**src/rtl/link_ctl_bank_pkg.sv**
```systemverilog
package link_ctl_bank_pkg;

    localparam int unsigned DATA_W = 32;
    localparam int unsigned STRB_W = DATA_W / 8;
    localparam int unsigned STS_W  = 7;

    localparam logic [1:0] RESP_OKAY = 2'b00;

    // Field order matters: the last member lands in bit 0.
    typedef struct packed {
        logic mbit_err;
        logic link_err;
        logic cfg_err;
        logic link_up;
        logic pll_lock;
        logic hard_err;
        logic chan_up;
    } link_sts_t;

    typedef enum logic {
        WORD_CTRL = 1'b0,
        WORD_STS  = 1'b1
    } word_kind_e;

    function automatic word_kind_e kind_of(input logic addr_bit2);
        return addr_bit2 ? WORD_STS : WORD_CTRL;
    endfunction

    function automatic logic [DATA_W-1:0] sts_word(input link_sts_t s);
        return {{(DATA_W-STS_W){1'b0}}, s};
    endfunction

    function automatic logic [DATA_W-1:0] ctrl_word(input logic rst_bit);
        return {{(DATA_W-1){1'b0}}, rst_bit};
    endfunction

endpackage

```
**src/rtl/lcb_wr_chan.sv**
```systemverilog
module lcb_wr_chan
    import link_ctl_bank_pkg::*;
#(
    parameter int unsigned ADDR_W = 6
) (
    input  logic              clk,
    input  logic              rst,
    input  logic              awvalid,
    output logic              awready,
    input  logic [ADDR_W-1:0] awaddr,
    input  logic              wvalid,
    output logic              wready,
    input  logic [DATA_W-1:0] wdata,
    input  logic [STRB_W-1:0] wstrb,
    output logic              bvalid,
    input  logic              bready,
    output logic [1:0]        bresp,
    output logic              wr_fire,
    output logic [ADDR_W-1:0] wr_addr,
    output logic [DATA_W-1:0] wr_data,
    output logic [STRB_W-1:0] wr_strb
);

    logic aw_full;
    logic w_full;
    logic resp_q;

    assign awready = !aw_full && !resp_q;
    assign wready  = !w_full && !resp_q;
    assign wr_fire = aw_full && w_full && !resp_q;
    assign bvalid  = resp_q;
    assign bresp   = RESP_OKAY;

    always_ff @(posedge clk) begin
        if (rst) begin
            aw_full <= 1'b0;
            w_full  <= 1'b0;
            resp_q  <= 1'b0;
            wr_addr <= '0;
            wr_data <= '0;
            wr_strb <= '0;
        end else begin
            if (awvalid && awready) begin
                aw_full <= 1'b1;
                wr_addr <= awaddr;
            end
            if (wvalid && wready) begin
                w_full  <= 1'b1;
                wr_data <= wdata;
                wr_strb <= wstrb;
            end
            if (wr_fire) begin
                aw_full <= 1'b0;
                w_full  <= 1'b0;
                resp_q  <= 1'b1;
            end else if (resp_q && bready) begin
                resp_q  <= 1'b0;
            end
        end
    end

endmodule

```
**src/rtl/lcb_pulse_bank.sv**
```systemverilog
module lcb_pulse_bank
    import link_ctl_bank_pkg::*;
#(
    parameter int unsigned N_LINKS = 8,
    parameter int unsigned ADDR_W  = 6
) (
    input  logic               clk,
    input  logic               rst,
    input  logic               wr_fire,
    input  logic [ADDR_W-1:0]  wr_addr,
    input  logic               wr_bit0,
    input  logic               wr_lane0,
    output logic [N_LINKS-1:0] link_rst
);

    localparam int unsigned IDX_W = ADDR_W - 3;

    logic [IDX_W-1:0]   idx;
    logic               arm;
    logic [N_LINKS-1:0] hit;

    assign idx = wr_addr[ADDR_W-1:3];
    assign arm = wr_fire && wr_lane0 && wr_bit0 && (kind_of(wr_addr[2]) == WORD_CTRL);

    for (genvar i = 0; i < N_LINKS; i++) begin : g_link
        assign hit[i] = arm && (idx == IDX_W'(i));
    end

    // Registered hit: high one cycle, then self-clears.
    always_ff @(posedge clk) begin
        if (rst) link_rst <= '0;
        else     link_rst <= hit;
    end

endmodule

```
**src/rtl/lcb_rd_chan.sv**
```systemverilog
module lcb_rd_chan
    import link_ctl_bank_pkg::*;
#(
    parameter int unsigned N_LINKS = 8,
    parameter int unsigned ADDR_W  = 6
) (
    input  logic               clk,
    input  logic               rst,
    input  logic               arvalid,
    output logic               arready,
    input  logic [ADDR_W-1:0]  araddr,
    output logic               rvalid,
    input  logic               rready,
    output logic [DATA_W-1:0]  rdata,
    output logic [1:0]         rresp,
    input  logic [N_LINKS-1:0] link_rst,
    input  link_sts_t          sts [N_LINKS]
);

    localparam int unsigned IDX_W = ADDR_W - 3;

    logic [IDX_W-1:0]  idx;
    logic              mapped;
    logic [DATA_W-1:0] rd_word;

    assign idx     = araddr[ADDR_W-1:3];
    assign mapped  = {1'b0, idx} < (IDX_W+1)'(N_LINKS);
    assign arready = !rvalid;
    assign rresp   = RESP_OKAY;

    always_comb begin
        rd_word = '0;
        if (mapped) begin
            if (kind_of(araddr[2]) == WORD_CTRL) rd_word = ctrl_word(link_rst[idx]);
            else                                 rd_word = sts_word(sts[idx]);
        end
    end

    always_ff @(posedge clk) begin
        if (rst) begin
            rvalid <= 1'b0;
            rdata  <= '0;
        end else if (arvalid && arready) begin
            rvalid <= 1'b1;
            rdata  <= rd_word;
        end else if (rvalid && rready) begin
            rvalid <= 1'b0;
        end
    end

endmodule

```
**src/rtl/link_ctl_bank.sv**
```systemverilog
module link_ctl_bank
    import link_ctl_bank_pkg::*;
#(
    parameter int unsigned N_LINKS = 8,
    parameter int unsigned ADDR_W  = 6
) (
    input  logic               clk,
    input  logic               rst,
    input  logic               awvalid,
    output logic               awready,
    input  logic [ADDR_W-1:0]  awaddr,
    input  logic               wvalid,
    output logic               wready,
    input  logic [31:0]        wdata,
    input  logic [3:0]         wstrb,
    output logic               bvalid,
    input  logic               bready,
    output logic [1:0]         bresp,
    input  logic               arvalid,
    output logic               arready,
    input  logic [ADDR_W-1:0]  araddr,
    output logic               rvalid,
    input  logic               rready,
    output logic [31:0]        rdata,
    output logic [1:0]         rresp,
    output logic [N_LINKS-1:0] link_rst,
    input  logic [N_LINKS-1:0] sts_chan_up,
    input  logic [N_LINKS-1:0] sts_hard_err,
    input  logic [N_LINKS-1:0] sts_pll_lock,
    input  logic [N_LINKS-1:0] sts_link_up,
    input  logic [N_LINKS-1:0] sts_cfg_err,
    input  logic [N_LINKS-1:0] sts_link_err,
    input  logic [N_LINKS-1:0] sts_mbit_err
);

    logic              wr_fire;
    logic [ADDR_W-1:0] wr_addr;
    logic [DATA_W-1:0] wr_data;
    logic [STRB_W-1:0] wr_strb;
    link_sts_t         sts [N_LINKS];

    for (genvar i = 0; i < N_LINKS; i++) begin : g_sts
        assign sts[i] = '{mbit_err: sts_mbit_err[i], link_err: sts_link_err[i],
                          cfg_err:  sts_cfg_err[i],  link_up:  sts_link_up[i],
                          pll_lock: sts_pll_lock[i], hard_err: sts_hard_err[i],
                          chan_up:  sts_chan_up[i]};
    end

    lcb_wr_chan #(.ADDR_W(ADDR_W)) i_wr (
        .clk, .rst, .awvalid, .awready, .awaddr, .wvalid, .wready, .wdata, .wstrb,
        .bvalid, .bready, .bresp, .wr_fire, .wr_addr, .wr_data, .wr_strb
    );

    lcb_pulse_bank #(.N_LINKS(N_LINKS), .ADDR_W(ADDR_W)) i_pulse (
        .clk, .rst, .wr_fire, .wr_addr,
        .wr_bit0(wr_data[0]), .wr_lane0(wr_strb[0]), .link_rst
    );

    lcb_rd_chan #(.N_LINKS(N_LINKS), .ADDR_W(ADDR_W)) i_rd (
        .clk, .rst, .arvalid, .arready, .araddr, .rvalid, .rready, .rdata, .rresp,
        .link_rst, .sts
    );

endmodule

```
**config.mk**
```make
export PLATFORM = sky130hd
export DESIGN_NAME = link_ctl_bank
export DESIGN_NICKNAME = d
export VERILOG_FILES = /design/src/rtl/link_ctl_bank_pkg.sv /design/src/rtl/lcb_wr_chan.sv /design/src/rtl/lcb_pulse_bank.sv /design/src/rtl/lcb_rd_chan.sv /design/src/rtl/link_ctl_bank.sv
export SDC_FILE = /design/constraint.sdc
export NUM_CORES = 1
export LEC_CHECK = 0
export BUFFER_PORTS_ARGS = -buffer_cell sky130_fd_sc_hd__clkbuf_2
export CAP_MARGIN = 5
export CORE_MARGIN = 2
export CORE_UTILIZATION = 50
export CTS_CLUSTER_DIAMETER = 50
export DETAILED_ROUTE_END_ITERATION = 8
export PLACE_DENSITY = 0.88
export SYNTH_ARGS = -nofsm -noshare
export SYNTH_HDL_FRONTEND = slang
export SYNTH_HIERARCHICAL = 1
export SYNTH_SLANG_ARGS = --single-unit
```
**constraint.sdc**
```tcl
create_clock -name clk -period 3.3 [get_ports clk]
set_input_delay 0.33 -clock clk [delete_from_list [all_inputs] [get_ports clk]]
set_output_delay 0.33 -clock clk [all_outputs]
set_load 0.02 [all_outputs]
```
# Word level (Yosys, flattened, before mapping)
# Index checks and enable logic that the tools add are counted.
# Widths: inputs -> output; s select.
[word_totals]
reg_bits = 52
in_bits = 111
out_inout_bits = 49
elab_cells = 60
[op_classes]
n_lt_le_gt_ge = 2
eq_ne = 7
muxes = 12
n_bitwise = 2
n_reduce_logical = 28
[op_table]
columns = ["op", "n"]
rows = [
  ["$bmux 7 s3", 1],
  ["$mux 7", 3],
  ["$logic_and 1x1->1", 20],
  ["$eq 3x3->1 const B", 4],
  ["$mux 1", 7],
  ["$eq 3x2->1 const B", 2],
  ["$ge 4x4->1 const B", 1],
  ["$logic_not 1->1", 4],
  ["$lt 3x4->1 const B", 1],
  ["$not 3->4", 1],
  ["$reduce_bool 2->1", 2],
  ["$bmux 1 s3", 1],
  ["$eq 3x1->1 const B", 1],
  ["$logic_not 3->1", 1],
  ["$reduce_or 2->1", 1],
  ["$not 1->1", 1],
]

# Logic depth before layout (Yosys ltp)
[logic_depth]
ltp_word = 6
ltp_mapped = 6
depth_no_buf = 4

# Hierarchy
# Netlist, hierarchy kept.
[by_module_without_submodules]
columns = ["mod", "instances", "cells_per_inst", "area_each_um2"]
rows = [
  ["lcb_wr_chan", 1, 196, 1650.3],
  ["lcb_rd_chan", 1, 129, 1107.3],
  ["lcb_pulse_bank", 1, 21, 269.0],
]

# Worst setup path before layout
# OpenSTA, ideal clock, no wires.
[synth_timing]
kind = "register to register"
start = "reg i_wr.resp_q, in the netlist i_wr/bvalid"
end = "reg, netlist name i_wr/wr_data[15]"
setup_time_ps = 132
arrival_ps = 1272
required_ps = 3168
slack_ps = 1895
stages_incl_launch_ff = 7
path_buffers = 3
synth_period_minus_slack_ps = 1405
cell_sequence = "dfxtp_1 buf_6 or3b_1 buf_6 buf_6 nand2_1 a21oi_1"
[synth_lines]
columns = ["item", "line_no", "rtl"]
rows = [
  ["start, declared", "lcb_wr_chan.sv:26", "logic resp_q;"],
  ["start signal, assigned", "lcb_wr_chan.sv:38", "resp_q <= 1'b0;"],
  ["start signal, assigned", "lcb_wr_chan.sv:55", "resp_q <= 1'b1;"],
  ["start signal, assigned", "lcb_wr_chan.sv:57", "resp_q <= 1'b0;"],
]

# Worst setup path in the final report
[layout_timing]
start = "reg i_wr.resp_q, in the netlist i_wr/bvalid"
end = "reg i_wr.wr_addr[3]"
[layout_via]
elab_chain_len = 3
[layout_lines]
columns = ["item", "line_no", "rtl"]
rows = [
  ["$logic_not 1->1", "lcb_wr_chan.sv:28", "assign awready = !aw_full && !resp_q;"],
  ["$logic_and 1x1->1", "lcb_wr_chan.sv:28", ""],
  ["$logic_and 1x1->1", "lcb_wr_chan.sv:43", "if (awvalid && awready) begin"],
  ["end signal, assigned", "lcb_wr_chan.sv:45", "wr_addr <= awaddr;"],
  ["end, declared", "lcb_wr_chan.sv:19", "output logic [ADDR_W-1:0] wr_addr,"],
]
# No other way between the ends.
# A chain may end at the register's enable or synchronous reset.

==> metrics.txt <==
first-pass iteration count of the detailed router=4; initial cell density of the core=53.26%; syn_area_per_cell=9.142 um2; via/cell ratio=4.922; Yosys warning count=6; H-tree lvl count=1; cell family contributing the most delay on the critical path=simple AND/OR/NAND/NOR gates; setup repair after global routing missed its margin=no; Placement Rows=21; sequential standard cell area=500.5 um2; stages on the worst setup path=3; Worst-Margin Slew=about 820 ps; CP cell instances=nor3b_1 -> mux2i_1 -> nor2_1; final setup violating endpoints=0; later-pin clock latency in the skew report=around 320 ps; first-pass GRT wire length=5.602 mm; area enclosed by the die boundary=4137 um2; Max Slew Vio Count=0; arrival time at the worst endpoint=between 1500 and 2000 ps; layout overhead on the synthesized area=15.20%; x dimension of the die=64.32 um; routed length on met2=2.010 mm; Max Freq=0.6321 GHz; CP Max Fanout=9; DPL Wire Length=3.138 mm; antenna cells=0; remaining global-route overflow=0; result of the run=completed; Crit path buffers/inverters=0; number of design-rule violations left by the first detailed-router iteration=71; post-CTS resize count=0; Worst Setup End Kind=register; worst slack, placed=~1500 ps; final routed DRC violation total=0; cell area power density=roughly 320 nW/um2; number of instances in the synthesized netlist=approximately 200; logic depth of the worst register-to-register path=3; count of final hold-check violations=0; min cycle time layout=1582 ps; maximum number of pins on one net before global-route repair=30; Leak=1.048 nW; met3 wire length=370 um; core outline area=3416 um2; share of the core filled with cells=61.36%; TritonCTS clock tree=built; Final #Nets=around 390; via count of the first global-routing pass=between 1,000 and 1,500; layout cell share with drive strength beyond 1=42.55%; final setup TNS=0 ps; cell with the largest stage delay on the worst path=sky130_fd_sc_hd__nor3b_1; drt total wl=3.819 mm; crit start category=register; M1 wire length=1.427 mm; Slew headroom=45.18%; Crit path required time=3530 ps; top-level I/O count=160; post-layout worst setup margin=1718 ps; clock skew after layout=5.319 ps; period utilization=approximately 48%; Hold-fix buffers, CTS=0; worst setup path class=reg2reg; worst vdd rail ir drop=306.1 uV; path category of the worst min-delay check=in2reg; die height=64.32 um; residual antenna-violating net count after detailed routing=0; clock root buffer=sky130_fd_sc_hd__clkbuf_4; largest stage delay on the critical path=720 ps; cell area after synthesis=1819 um2; post-CTS repair timing setup buffer count=0; total vias in the final route=~1,600; clock tree sinks=25; antenna violations before repair=0; clock transition at the register clock pins on the worst setup and hold paths after CTS=around 140 ps; average wire per cell in the routed design=11.90 um; area occupied by multi-input gates=1039 um2; number of fill cells=316; GRT Resource Usage Total=between 10% and 20%; total CTS buffers=3; Max Cap Violations=0; count of cells along the worst hold path=3; top layer reached by signal wires=met4; # port buffers=92; routability-driven placement congestion ratio=~0.82; clk buf depth=2
-- metal layers --
metal / global-route usage, % / vias to the layer above
li1: - / 795
met1: 17.07 / 709
met2: 33.85 / 74
met3: 5.106 / 2
met4: 3.457 / 0
met5: 0 / -
-- through the flow --
stage	hold WS, ps	instances	total power, mW	instance area (um2)
4_1_cts	207.2	321	0.6785	2096
3_5_place_dp	445.4	317	0.5337	2064
2_1_floorplan	399.1	226	0.5128	1921
3_3_place_gp	439.9	317	0.5300	2064
6_report	217.1	321	0.6718	2096
5_1_grt	217.0	321	0.7078	2096
-- flip-flops by register name, indices dropped and copies added, names as in the netlist --
register,cells
i_pulse/link_rst,8
i_wr/bvalid,1
i_rd/rvalid,1
i_rd/rdata,7
i_wr/aw_full,1
i_wr/wr_addr,4
i_wr/w_full,1
i_wr/wr_data,1
i_wr/wr_strb,1
-- where the power goes --
| part | total (mW) | internal [mW] | switching, mW |
|---|---|---|---|
| registers | 0.328 | 0.315 | 0.0129 |
| logic | 0.198 | 0.0867 | 0.112 |
| clock network | 0.145 | 0.0493 | 0.0957 |
-- area by class of cell --
type	instances	share of cell area (%)
repair buffers	92	21.97
clock inverters	1	0.4179
well taps	46	2.746
inverters	2	0.3582
multi-input cells	152	49.55
flip-flops and latches	25	23.88
clock buffers	3	1.075
-- cells in the final DEF, fill, tap and decap left out --
cell	n
sky130_fd_sc_hd__a211oi_1	6
sky130_fd_sc_hd__a21oi_1	5
sky130_fd_sc_hd__a21oi_2	1
sky130_fd_sc_hd__a2bb2oi_1	1
sky130_fd_sc_hd__clkbuf_2	92
sky130_fd_sc_hd__clkbuf_4	3
sky130_fd_sc_hd__conb_1	29
sky130_fd_sc_hd__dfxtp_1	25
sky130_fd_sc_hd__inv_1	2
sky130_fd_sc_hd__inv_6	1
sky130_fd_sc_hd__mux2_2	13
sky130_fd_sc_hd__mux2i_1	20
sky130_fd_sc_hd__mux4_2	2
sky130_fd_sc_hd__nand2_1	15
sky130_fd_sc_hd__nand2b_1	5
sky130_fd_sc_hd__nand3b_1	2
sky130_fd_sc_hd__nand4_1	1
sky130_fd_sc_hd__nand4b_4	1
sky130_fd_sc_hd__nor2_1	10
sky130_fd_sc_hd__nor2b_1	1
sky130_fd_sc_hd__nor3_1	11
sky130_fd_sc_hd__nor3b_1	1
sky130_fd_sc_hd__nor3b_4	1
sky130_fd_sc_hd__nor4_1	2
sky130_fd_sc_hd__nor4b_2	2
sky130_fd_sc_hd__o211ai_1	1
sky130_fd_sc_hd__o21ai_0	2
sky130_fd_sc_hd__o21ai_1	5
sky130_fd_sc_hd__o21ba_2	1
sky130_fd_sc_hd__o22ai_1	6
sky130_fd_sc_hd__o31ai_1	6
sky130_fd_sc_hd__or2_1	1
sky130_fd_sc_hd__or3b_1	1
-- worst register-to-register path: stages, from the launching register on --
cell                      delay, ps
sky130_fd_sc_hd__dfxtp_1        430
sky130_fd_sc_hd__nor3b_1        720
sky130_fd_sc_hd__mux2i_1        280
sky130_fd_sc_hd__nor2_1          60
-- path summary, 6_finish.rpt --
check / from / end / slack [ps]
setup reg to reg: i_wr/bvalid$_SDFFE_PP0P_ / i_wr/wr_addr[3]$_SDFFE_PP0P_ / 1720
hold / removal: wstrb[0] / i_wr/wr_strb[0]$_SDFFE_PP0P_ / 220
hold reg to reg: i_rd/rdata[5]$_SDFFE_PP0P_ / i_rd/rdata[5]$_SDFFE_PP0P_ / 470
setup / recovery: i_wr/bvalid$_SDFFE_PP0P_ / i_wr/wr_addr[3]$_SDFFE_PP0P_ / 1720
Power figures use the tool's default switching activity.
